**src/rtl/tt_pkg.sv**
```systemverilog
package tt_pkg;
    localparam int TT_W      = 16;
    localparam int TT_RES_W  = 3;
    localparam int TT_MAXLOG = 6;

    typedef struct packed {
        logic [TT_W-1:0] cap;
        logic            vld;
        logic            stat;
    } tt_evt_s;
endpackage

```
**src/rtl/tt_prescaler.sv**
```systemverilog
module tt_prescaler #(
    parameter int RES_W  = 3,
    parameter int MAXLOG = 6
) (
    input  logic             clk,
    input  logic             rst_n,
    input  logic             us_tick_i,
    input  logic [RES_W-1:0] res_sel_i,
    output logic             tick_o
);
    localparam int PW = MAXLOG;

    typedef struct packed {
        logic [RES_W-1:0] res;
        logic [PW-1:0]    cnt;
    } pre_s;

    pre_s pre_d, pre_q;
    logic [PW-1:0] last_w;

    // terminal count: low 'shift' bits set, shift = code+1 capped at MAXLOG
    always_comb begin
        int shift;
        if (int'(res_sel_i) < MAXLOG) shift = int'(res_sel_i) + 1;
        else                          shift = MAXLOG;
        for (int i = 0; i < PW; i++) last_w[i] = (i < shift);
    end

    always_comb begin
        pre_d  = pre_q;
        tick_o = 1'b0;
        if (res_sel_i != pre_q.res) begin
            pre_d.res = res_sel_i;
            pre_d.cnt = '0;
        end else if (us_tick_i) begin
            if (pre_q.cnt >= last_w) begin
                pre_d.cnt = '0;
                tick_o    = 1'b1;
            end else begin
                pre_d.cnt = pre_q.cnt + 1'b1;
            end
        end
    end

    always_ff @(posedge clk or negedge rst_n) begin
        if (!rst_n) pre_q <= '0;
        else        pre_q <= pre_d;
    end
endmodule

```
**src/rtl/tt_counter_core.sv**
```systemverilog
module tt_counter_core #(
    parameter int W = 16
) (
    input  logic         clk,
    input  logic         rst_n,
    input  logic         host_wr_i,
    input  logic [W-1:0] host_wdata_i,
    input  logic         do_clr_i,
    input  logic         do_load_i,
    input  logic [W-1:0] load_data_i,
    input  logic         inc_i,
    output logic [W-1:0] count_o,
    output logic         wrap_o
);
    logic [W-1:0] cnt_d, cnt_q;

    always_comb begin
        cnt_d  = cnt_q;
        wrap_o = 1'b0;
        if (host_wr_i)      cnt_d = host_wdata_i;
        else if (do_clr_i)  cnt_d = '0;
        else if (do_load_i) cnt_d = load_data_i;
        else if (inc_i) begin
            cnt_d  = cnt_q + 1'b1;
            wrap_o = &cnt_q;
        end
    end

    always_ff @(posedge clk or negedge rst_n) begin
        if (!rst_n) cnt_q <= '0;
        else        cnt_q <= cnt_d;
    end

    assign count_o = cnt_q;
endmodule

```
**src/rtl/tt_event_regs.sv**
```systemverilog
module tt_event_regs
    import tt_pkg::*;
(
    input  logic            clk,
    input  logic            rst_n,
    input  logic            msg_done_i,
    input  logic [TT_W-1:0] count_i,
    input  logic            wrap_i,
    input  logic            roll_en_i,
    input  logic            stat_clr_i,
    input  logic            irq_mask_i,
    output logic [TT_W-1:0] capture_o,
    output logic            capture_vld_o,
    output logic            roll_stat_o,
    output logic            irq_o
);
    tt_evt_s ev_d, ev_q;

    always_comb begin
        ev_d     = ev_q;
        ev_d.vld = msg_done_i;
        if (msg_done_i) ev_d.cap = count_i;
        if (wrap_i && roll_en_i) ev_d.stat = 1'b1;
        else if (stat_clr_i)     ev_d.stat = 1'b0;
    end

    always_ff @(posedge clk or negedge rst_n) begin
        if (!rst_n) ev_q <= '0;
        else        ev_q <= ev_d;
    end

    assign capture_o     = ev_q.cap;
    assign capture_vld_o = ev_q.vld;
    assign roll_stat_o   = ev_q.stat;
    assign irq_o         = ev_q.stat & irq_mask_i;
endmodule

```
**src/rtl/time_tag_unit.sv**
```systemverilog
module time_tag_unit
    import tt_pkg::*;
(
    input  logic                clk,
    input  logic                rst_n,
    input  logic                us_tick_i,
    input  logic [TT_RES_W-1:0] res_sel_i,
    input  logic                sw_mode_i,
    input  logic                sw_step_i,
    input  logic                host_wr_i,
    input  logic [TT_W-1:0]     host_wdata_i,
    input  logic                sync_clr_i,
    input  logic                clr_en_i,
    input  logic                sync_load_i,
    input  logic                load_en_i,
    input  logic [TT_W-1:0]     sync_data_i,
    input  logic                msg_done_i,
    input  logic                roll_en_i,
    input  logic                stat_clr_i,
    input  logic                irq_mask_i,
    output logic [TT_W-1:0]     count_o,
    output logic [TT_W-1:0]     capture_o,
    output logic                capture_vld_o,
    output logic                roll_stat_o,
    output logic                irq_o
);
    logic tick_w, inc_w, wrap_w;

    tt_prescaler #(.RES_W(TT_RES_W), .MAXLOG(TT_MAXLOG)) u_pre (
        .clk       (clk),
        .rst_n     (rst_n),
        .us_tick_i (us_tick_i),
        .res_sel_i (res_sel_i),
        .tick_o    (tick_w)
    );

    assign inc_w = sw_mode_i ? sw_step_i : tick_w;

    tt_counter_core #(.W(TT_W)) u_core (
        .clk          (clk),
        .rst_n        (rst_n),
        .host_wr_i    (host_wr_i),
        .host_wdata_i (host_wdata_i),
        .do_clr_i     (sync_clr_i & clr_en_i),
        .do_load_i    (sync_load_i & load_en_i),
        .load_data_i  (sync_data_i),
        .inc_i        (inc_w),
        .count_o      (count_o),
        .wrap_o       (wrap_w)
    );

    tt_event_regs u_evt (
        .clk           (clk),
        .rst_n         (rst_n),
        .msg_done_i    (msg_done_i),
        .count_i       (count_o),
        .wrap_i        (wrap_w),
        .roll_en_i     (roll_en_i),
        .stat_clr_i    (stat_clr_i),
        .irq_mask_i    (irq_mask_i),
        .capture_o     (capture_o),
        .capture_vld_o (capture_vld_o),
        .roll_stat_o   (roll_stat_o),
        .irq_o         (irq_o)
    );
endmodule

```
**config.mk**
```make
export PLATFORM = sky130hd
export DESIGN_NAME = time_tag_unit
export DESIGN_NICKNAME = d
export VERILOG_FILES = /design/src/rtl/tt_pkg.sv /design/src/rtl/tt_prescaler.sv /design/src/rtl/tt_counter_core.sv /design/src/rtl/tt_event_regs.sv /design/src/rtl/time_tag_unit.sv
export SDC_FILE = /design/constraint.sdc
export NUM_CORES = 1
export LEC_CHECK = 0
export BUFFER_PORTS_ARGS = -buffer_cell sky130_fd_sc_hd__buf_2
export CAP_MARGIN = 20
export CELL_PAD_IN_SITES_DETAIL_PLACEMENT = 1
export CELL_PAD_IN_SITES_GLOBAL_PLACEMENT = 1
export CORE_ASPECT_RATIO = 0.9
export CORE_MARGIN = 4
export CORE_UTILIZATION = 41
export CTS_CLUSTER_DIAMETER = 120
export DETAILED_ROUTE_END_ITERATION = 6
export GPL_ROUTABILITY_DRIVEN = 0
export PLACE_DENSITY = 0.95
export SETUP_SLACK_MARGIN = 0.02
export SYNTH_ARGS = -nofsm -noshare
export SYNTH_HDL_FRONTEND = slang
export SYNTH_SLANG_ARGS = --single-unit
export TNS_END_PERCENT = 1
```
**constraint.sdc**
```tcl
create_clock -name clk -period 3.5 [get_ports clk]
set_clock_uncertainty 0.05 [all_clocks]
set_input_delay 0.525 -clock clk [delete_from_list [all_inputs] [get_ports clk]]
set_output_delay 0.525 -clock clk [all_outputs]
set_load 0.01 [all_outputs]
```
==> metrics.md, run 1 <==
| Metric | Value |
|---|---|
| RSZ-0062 raised after global routing | `false` |
| Main synth FF type | `dfrtp_1` |
| CTS buffer count | `5` |
| Slew at the pin closest to its max-slew limit | `990.6 ps` |
| Delay-heaviest family, CP | `compound AO/OA/AOI/OAI gates` |
| # diodes | `0` |
| Util after Layout | `51.97%` |
| Kind of critical path | `in -> reg` |
| Yosys reg bits | `43` |
| Max stage delay on crit path | `360 ps` |
| DRT iter0 DRCs | `234` |
| Status | `complete, no violations` |
| Mapped Cells | `267` |
| Max-slew violations | `0` |
| Library cells used by synthesis | `52` |
| Final hold violations | `0` |
| R2R cell count | `5` |
| Critical path required time | `3640 ps` |
| Post-DP HPWL | `6311 µm` |
| CORE AREA | `6182 µm²` |
| Residual DRC count | `0` |
| Pwr/cell area | `429.3 nW/µm²` |
| Area Growth Syn to Fin | `21.42%` |
| Worst Setup Start Kind | `input port` |
| Bufs and invs on worst path | `1` |
| Slowest stage cell on the critical path | `mux2_4` |
| Synth Area per Inst | `9.911 µm²` |
| Worst-path cell chain | `buf_2 -> ha_1 -> nand3b_1 -> o21a_1 -> a21oi_1 -> ha_1 -> a21o_1 -> a31oi_1 -> o211ai_1 -> and2_1 -> mux2_4` |
| Clock sinks | `43` |
| Final WS setup | `676.4 ps` |
| Resize count post-CTS | `0` |
| Crit path depth | `11` |
| Largest net degree at the start of global routing | `44` |
| H-tree levels | `2` |
| Top cells by area, synth | `dfrtp_1, mux2_2, ha_1` |
| IO Pins | `84` |
| Post-Syn Nets | `325` |
| Total of max-cap violations | `0` |
| Synth top area share | `40.66%` |
| # hold bufs at CTS | `0` |
| Layout Nets | `402` |
| Post-synthesis cell area | `2646 µm²` |
| Die H | `84.22 µm` |
| Die span in x | `92.69 µm` |
| Total grt overflow | `0` |
| Pleak | `1.504 nW` |
| Antenna Nets Post-Route | `0` |
| Layout cells sized above 1 | `35.07%` |
| Largest area contributor in the netlist | `dfrtp_1` |
| Post-CTS setup buffers | `0` |
| Bufs on Longest Clock Path | `2` |
| Root Buffer | `clkbuf_8` |
| Die ar. | `7805 µm²` |
| Synth warn | `0` |
| WL final | `8820 µm` |
| Sequential fraction of the synthesis area | `40.66%` |
| Clock slew at reported path FFs | `80 ps` |
| Setup_tns | `0 ps` |
| Relative slew slack | `33.96%` |
| Worst-path maximum fanout | `7` |
| Final period util | `80.68%` |
| GRT Total Usage | `23.08%` |
| Row count | `27` |
| Post-synth EDFFs | `0` |
| Peak Freq | `0.3542 GHz` |
| First-pass GRT wire length | `14280 µm` |
| Crit. End Element | `register` |
| FFs w/ async S/R, synth | `100.0%` |
| Routed via count | `2604` |
| Drt via density | `6.028` |
| VDD IR max | `0.3115 mV` |
| Tmin final | `2824 ps` |
| Initial core utilization | `42.81%` |
| Final setup fails | `0` |
| Initial antenna violation count | `0` |
| Vias in the first global route | `2821` |
| Clk Latency, worst-skew pair | `310 ps` |
| CP arrival | `2970 ps` |
| Worst slack, placed | `368.4 ps` |
| Port bufs | `83` |
| Top cell by count, worst path | `ha_1` |
| Worst Hold Class | `in -> async` |
| CTS tree | `yes` |
| DRT Pass-1 Iters | `4` |
| Drt wl/cell | `20.42 µm` |
## cell usage in the layout (no fill, tap or decap), drive strengths merged, types with 6 or more instances in the layout
| master | synthesis | routed |
|---|---|---|
| a31oi | 14 | 14 |
| and2 | 6 | 6 |
| a21oi | 12 | 12 |
| buf | 9 | 85 |
| mux2 | 19 | 19 |
| nand3 | 15 | 15 |
| nand2b | 7 | 7 |
| dfrtp | 43 | 43 |
| o21ai | 13 | 13 |
| ha | 9 | 9 |
| inv | 9 | 9 |
| nand2 | 12 | 12 |
| nor2 | 11 | 11 |
## path summary, 6_finish.rpt
kind	start	endpoint	slack (ps)
max	res_sel_i[1]	u_core.count_o[1]	680
max in group asynchronous	rst_n	u_evt.capture_o[1]	2460
min reg2reg	u_evt.capture_o[9]	u_evt.capture_o[9]	460
min	rst_n	u_evt.capture_o[4]	310
min in group clk	res_sel_i[0]	u_pre.pre_q[6]	330
max reg2reg	u_pre.pre_q[6]	u_core.count_o[1]	990
## synth_stat cells (5+ instances only)
library cell  number
ha_1               9
a21oi_1           12
mux2_2            17
nor2_1            11
nand2b_1           6
inv_1              9
o211ai_1           5
nand3_1           15
o21ai_0           12
dfrtp_1           43
nand4_1            5
and2_1             6
nand2_1           12
clkbuf_1           6
a31oi_1           14
## logic make-up after synthesis
logic type / Yosys count / share of synthesized area (%)
flip-flops: 43 / 40.66
AO/OA/AOI/OAI: 79 / 21.28
buffers and inverters: 24 / 4.492
multiplexers: 22 / 9.504
adder cells (fa/ha/maj): 9 / 4.255
AND/OR/NAND/NOR: 83 / 17.49
XOR/XNOR: 7 / 2.317
## final cells by class
class                   instances  area [µm²]
repair buffers                 85       430.4
fillers                       747        2969
flip-flops and latches         43        1076
clock inverters                 3       43.79
clock buffers                   5       68.82
well taps                      87       108.9
inverters                       9       33.78
multi-input cells             200        1451
## per-stage QoR
step | instance area [µm²] | power [W] | instances | hold slack, ps
after detailed placement | 3100 | 0.0009772 | 424 | 441.5
after global placement | 3100 | 0.0009552 | 424 | 434.5
final | 3213 | 0.001380 | 432 | 315.0
after global routing | 3213 | 0.001447 | 432 | 336.2
after CTS | 3213 | 0.001383 | 432 | 325.1
after floorplan | 2646 | 0.0008219 | 267 | 179.4
## state kept, by name, summed over array words and instances, names as in the netlist
signal and flops:
u_core.count_o 16, u_evt.capture_o 16, u_evt.capture_vld_o 1, u_evt.roll_stat_o 1, u_pre.pre_q 9
## metal layers
metal | global-route usage [%] | vias up | share of wire, %
met5 | 0 | - | 0
met1 | 28.35 | 1304 | 41
li1 | - | 1164 | -
met4 | 11.19 | 0 | 3.0
met2 | 39.00 | 110 | 50
met3 | 4.301 | 26 | 6.2
## power breakdown
part	internal (W)	leakage, nW	switching (W)	total, W
Sequential	0.000559	0.555	0.0000628	0.000621
Combinational	0.000158	0.891	0.000195	0.000353
Clock	0.000213	0.0581	0.000192	0.000405
Total	0.000929	1.50	0.000450	0.00138
Note: power is estimated with default switching activity, not from simulation.
==> inputs of run 2 (changes only) <==
Settings changed: CORE_UTILIZATION 41 to 35, PLACE_DENSITY 0.95 to 0.87.
Clock period 3.5 ns to 2.5 ns, I/O delays scaled along.
==> metrics.md, run 2 (synthesis gave the netlist of run 1 again) <==
| Metric | Value |
|---|---|
| Status | `complete, no violations (unchanged)` |
| Switching share of power | `33.37% (was 32.64%)` |
| Slew at the pin closest to its max-slew limit | `624.2 ps (was 990.6 ps)` |
| Root Buffer | `clkbuf_8 (unchanged)` |
| Int Pwr | `0.001236 W (was 0.0009292 W)` |
| GRT Total Usage | `18.96% (was 23.08%)` |
| Worst-path maximum fanout | `5 (was 7)` |
| Crit. End Element | `register (unchanged)` |
| WL final | `8899 µm (was 8820 µm)` |
| Tmin final | `2477 ps` |
| DRT iter0 DRCs | `135 (was 234)` |
| Pwr/cell area | `539.7 nW/µm² (was 429.3 nW/µm²)` |
| # diodes | `0 (unchanged)` |
| Routed via count | `2651 (was 2604)` |
| VDD IR max | `0.2899 mV (was 0.3115 mV)` |
| Total grt overflow | `0 (unchanged)` |
| Layout Nets | `427 (was 402)` |
| Clock share of power | `24.1% (was 29.4%)` |
| Most frequent cells in the layout | `buf_2, dfrtp_1, buf_4, mux2_2, nand3_1 (was buf_2, dfrtp_1, mux2_2, nand3_1, a31oi_1)` |
| Die span in x | `99.66 µm (was 92.69 µm)` |
| Row count | `29 (was 27)` |
| Sequential cell fraction of total power | `46.8% (was 45.0%)` |
| DRT Pass-1 Iters | `4 (unchanged)` |
| Port bufs | `83 (unchanged)` |
| IO Pins | `84 (unchanged)` |
| P_sw | `0.0006193 W (was 0.0004503 W)` |
| Drt via density | `5.726 (was 6.028)` |
| Peak Freq | `0.4037 GHz` |
| Bufs on Longest Clock Path | `2 (unchanged)` |
| Most common cell after layout, fill and taps aside | `buf_2 (unchanged)` |
| Residual DRC count | `0 (unchanged)` |
| Layout cells sized above 1 | `41.62% (was 35.07%)` |
| Clk Latency, worst-skew pair | `300 ps (was 310 ps)` |
| Clock sinks | `43 (unchanged)` |
| Drt wl/cell | `19.22 µm (was 20.42 µm)` |
| Final Instance Area | `3438 µm² (was 3213 µm²)` |
| Final setup fails | `0 (unchanged)` |
| Placed inst area | `3261 µm² (was 3100 µm²)` |
| Initial core utilization | `36.83% (was 42.81%)` |
| Die H | `90.49 µm (was 84.22 µm)` |
| Kind of critical path | `in -> reg (unchanged)` |
| Final Power | `0.001856 W (was 0.001380 W)` |
| Clock slew at reported path FFs | `90 ps (was 80 ps)` |
| First-pass GRT wire length | `13740 µm (was 14280 µm)` |
| Setup_tns | `0 ps (unchanged)` |
| Worst Setup Start Kind | `input port (unchanged)` |
| Antenna Nets Post-Route | `0 (unchanged)` |
| Combinational Power Share | `29.1% (was 25.6%)` |
| Die ar. | `9018 µm² (was 7805 µm²)` |
| Largest net degree at the start of global routing | `26 (was 44)` |
| Final period util | `99.08%` |
| Initial antenna violation count | `0 (unchanged)` |
| Post-DP HPWL | `6644 µm (was 6311 µm)` |
| Relative slew slack | `58.39% (was 33.96%)` |
| CORE AREA | `7184 µm² (was 6182 µm²)` |
| Max-slew violations | `0 (unchanged)` |
| CTS tree | `yes (unchanged)` |
| Final hold violations | `0 (unchanged)` |
| Total of max-cap violations | `0 (unchanged)` |
| # hold bufs at CTS | `0 (unchanged)` |
| Vias in the first global route | `2788 (was 2821)` |
| Critical path required time | `2630 ps (was 3640 ps)` |
| Worst Hold Class | `in -> async (unchanged)` |
| H-tree levels | `2 (unchanged)` |
| CTS buffer count | `5 (unchanged)` |
| CP arrival | `2600 ps (was 2970 ps)` |
| Area Growth Syn to Fin | `29.93% (was 21.42%)` |
| Pleak | `1.618 nW (was 1.504 nW)` |
## run 2: layout make-up
class / count / area, µm²
clock inverter: 2 / 12.51
fill: 867 / 3746
sequential: 43 / 1076
multi-input combinational: 200 / 1511
inverter: 9 / 33.78
timing repair buffer: 110 / 615.6
clock buffer: 6 / 72.57
tap: 93 / 116.4
## run 2: layer usage
metal	global-route usage [%]	share of wire, %	vias to the layer above
met3	3.320	5.3	22
met1	24.37	43	1329
li1	-	-	1215
met4	5.233	2.1	0
met2	32.55	50	85
met5	0	0	-
## run 2: final timing paths
kind / start / end / slack (ps) / cells after the start
min reg2reg: u_evt.capture_o[5] / u_evt.capture_o[5] / 460 / 1
min in group clk: host_wdata_i[14] / u_core.count_o[14] / 300 / 3
max reg2reg: u_pre.pre_q[2] / u_core.count_o[7] / 310 / 8
max: res_sel_i[0] / u_core.count_o[7] / 20 / 12
max in group asynchronous: rst_n / u_core.count_o[0] / 1710 / 2
min: rst_n / u_pre.pre_q[1] / 30 / 1
## run 2: through the flow
stage               hold slack (ps)  util [%]  std cells  worst slack (ps)
floorplan                     29.41         -        267             26.02
global placement              365.2     45.38        449            -171.1
detailed placement            374.5     45.38        449            -310.7
CTS                           51.12     46.57        457             12.97
global route                  75.81     47.86        463            -34.47
finish                        34.50     47.86        463             23.07
## run 2: worst max-delay path, stage by stage
cell and delay [ps]:
buf_2 130, ha_4 260, nand2b_4 140, a22oi_2 170, ha_1 290, a21o_1 210
a21oi_2 210, o211ai_1 170, buf_4 190, clkbuf_2 150, a31oi_1 240, a221oi_2 60
## run 2: timing repair
item,4_1_cts,5_1_grt
gates resized for setup,0,11
pin swaps,1,6
buffers inserted,0,6
endpoints found under the setup margin,2,22
endpoints found under the hold margin,0,0
## run 2: power by group through the flow
stage	sequential [W]	combinational (W)	clock, W
floorplan	0.000904	0.000249	0
global placement	0.000875	0.000492	0
detailed placement	0.000881	0.000514	0
CTS	0.000868	0.000516	0.000460
global route	0.000885	0.000588	0.000490
finish	0.000868	0.000540	0.000448
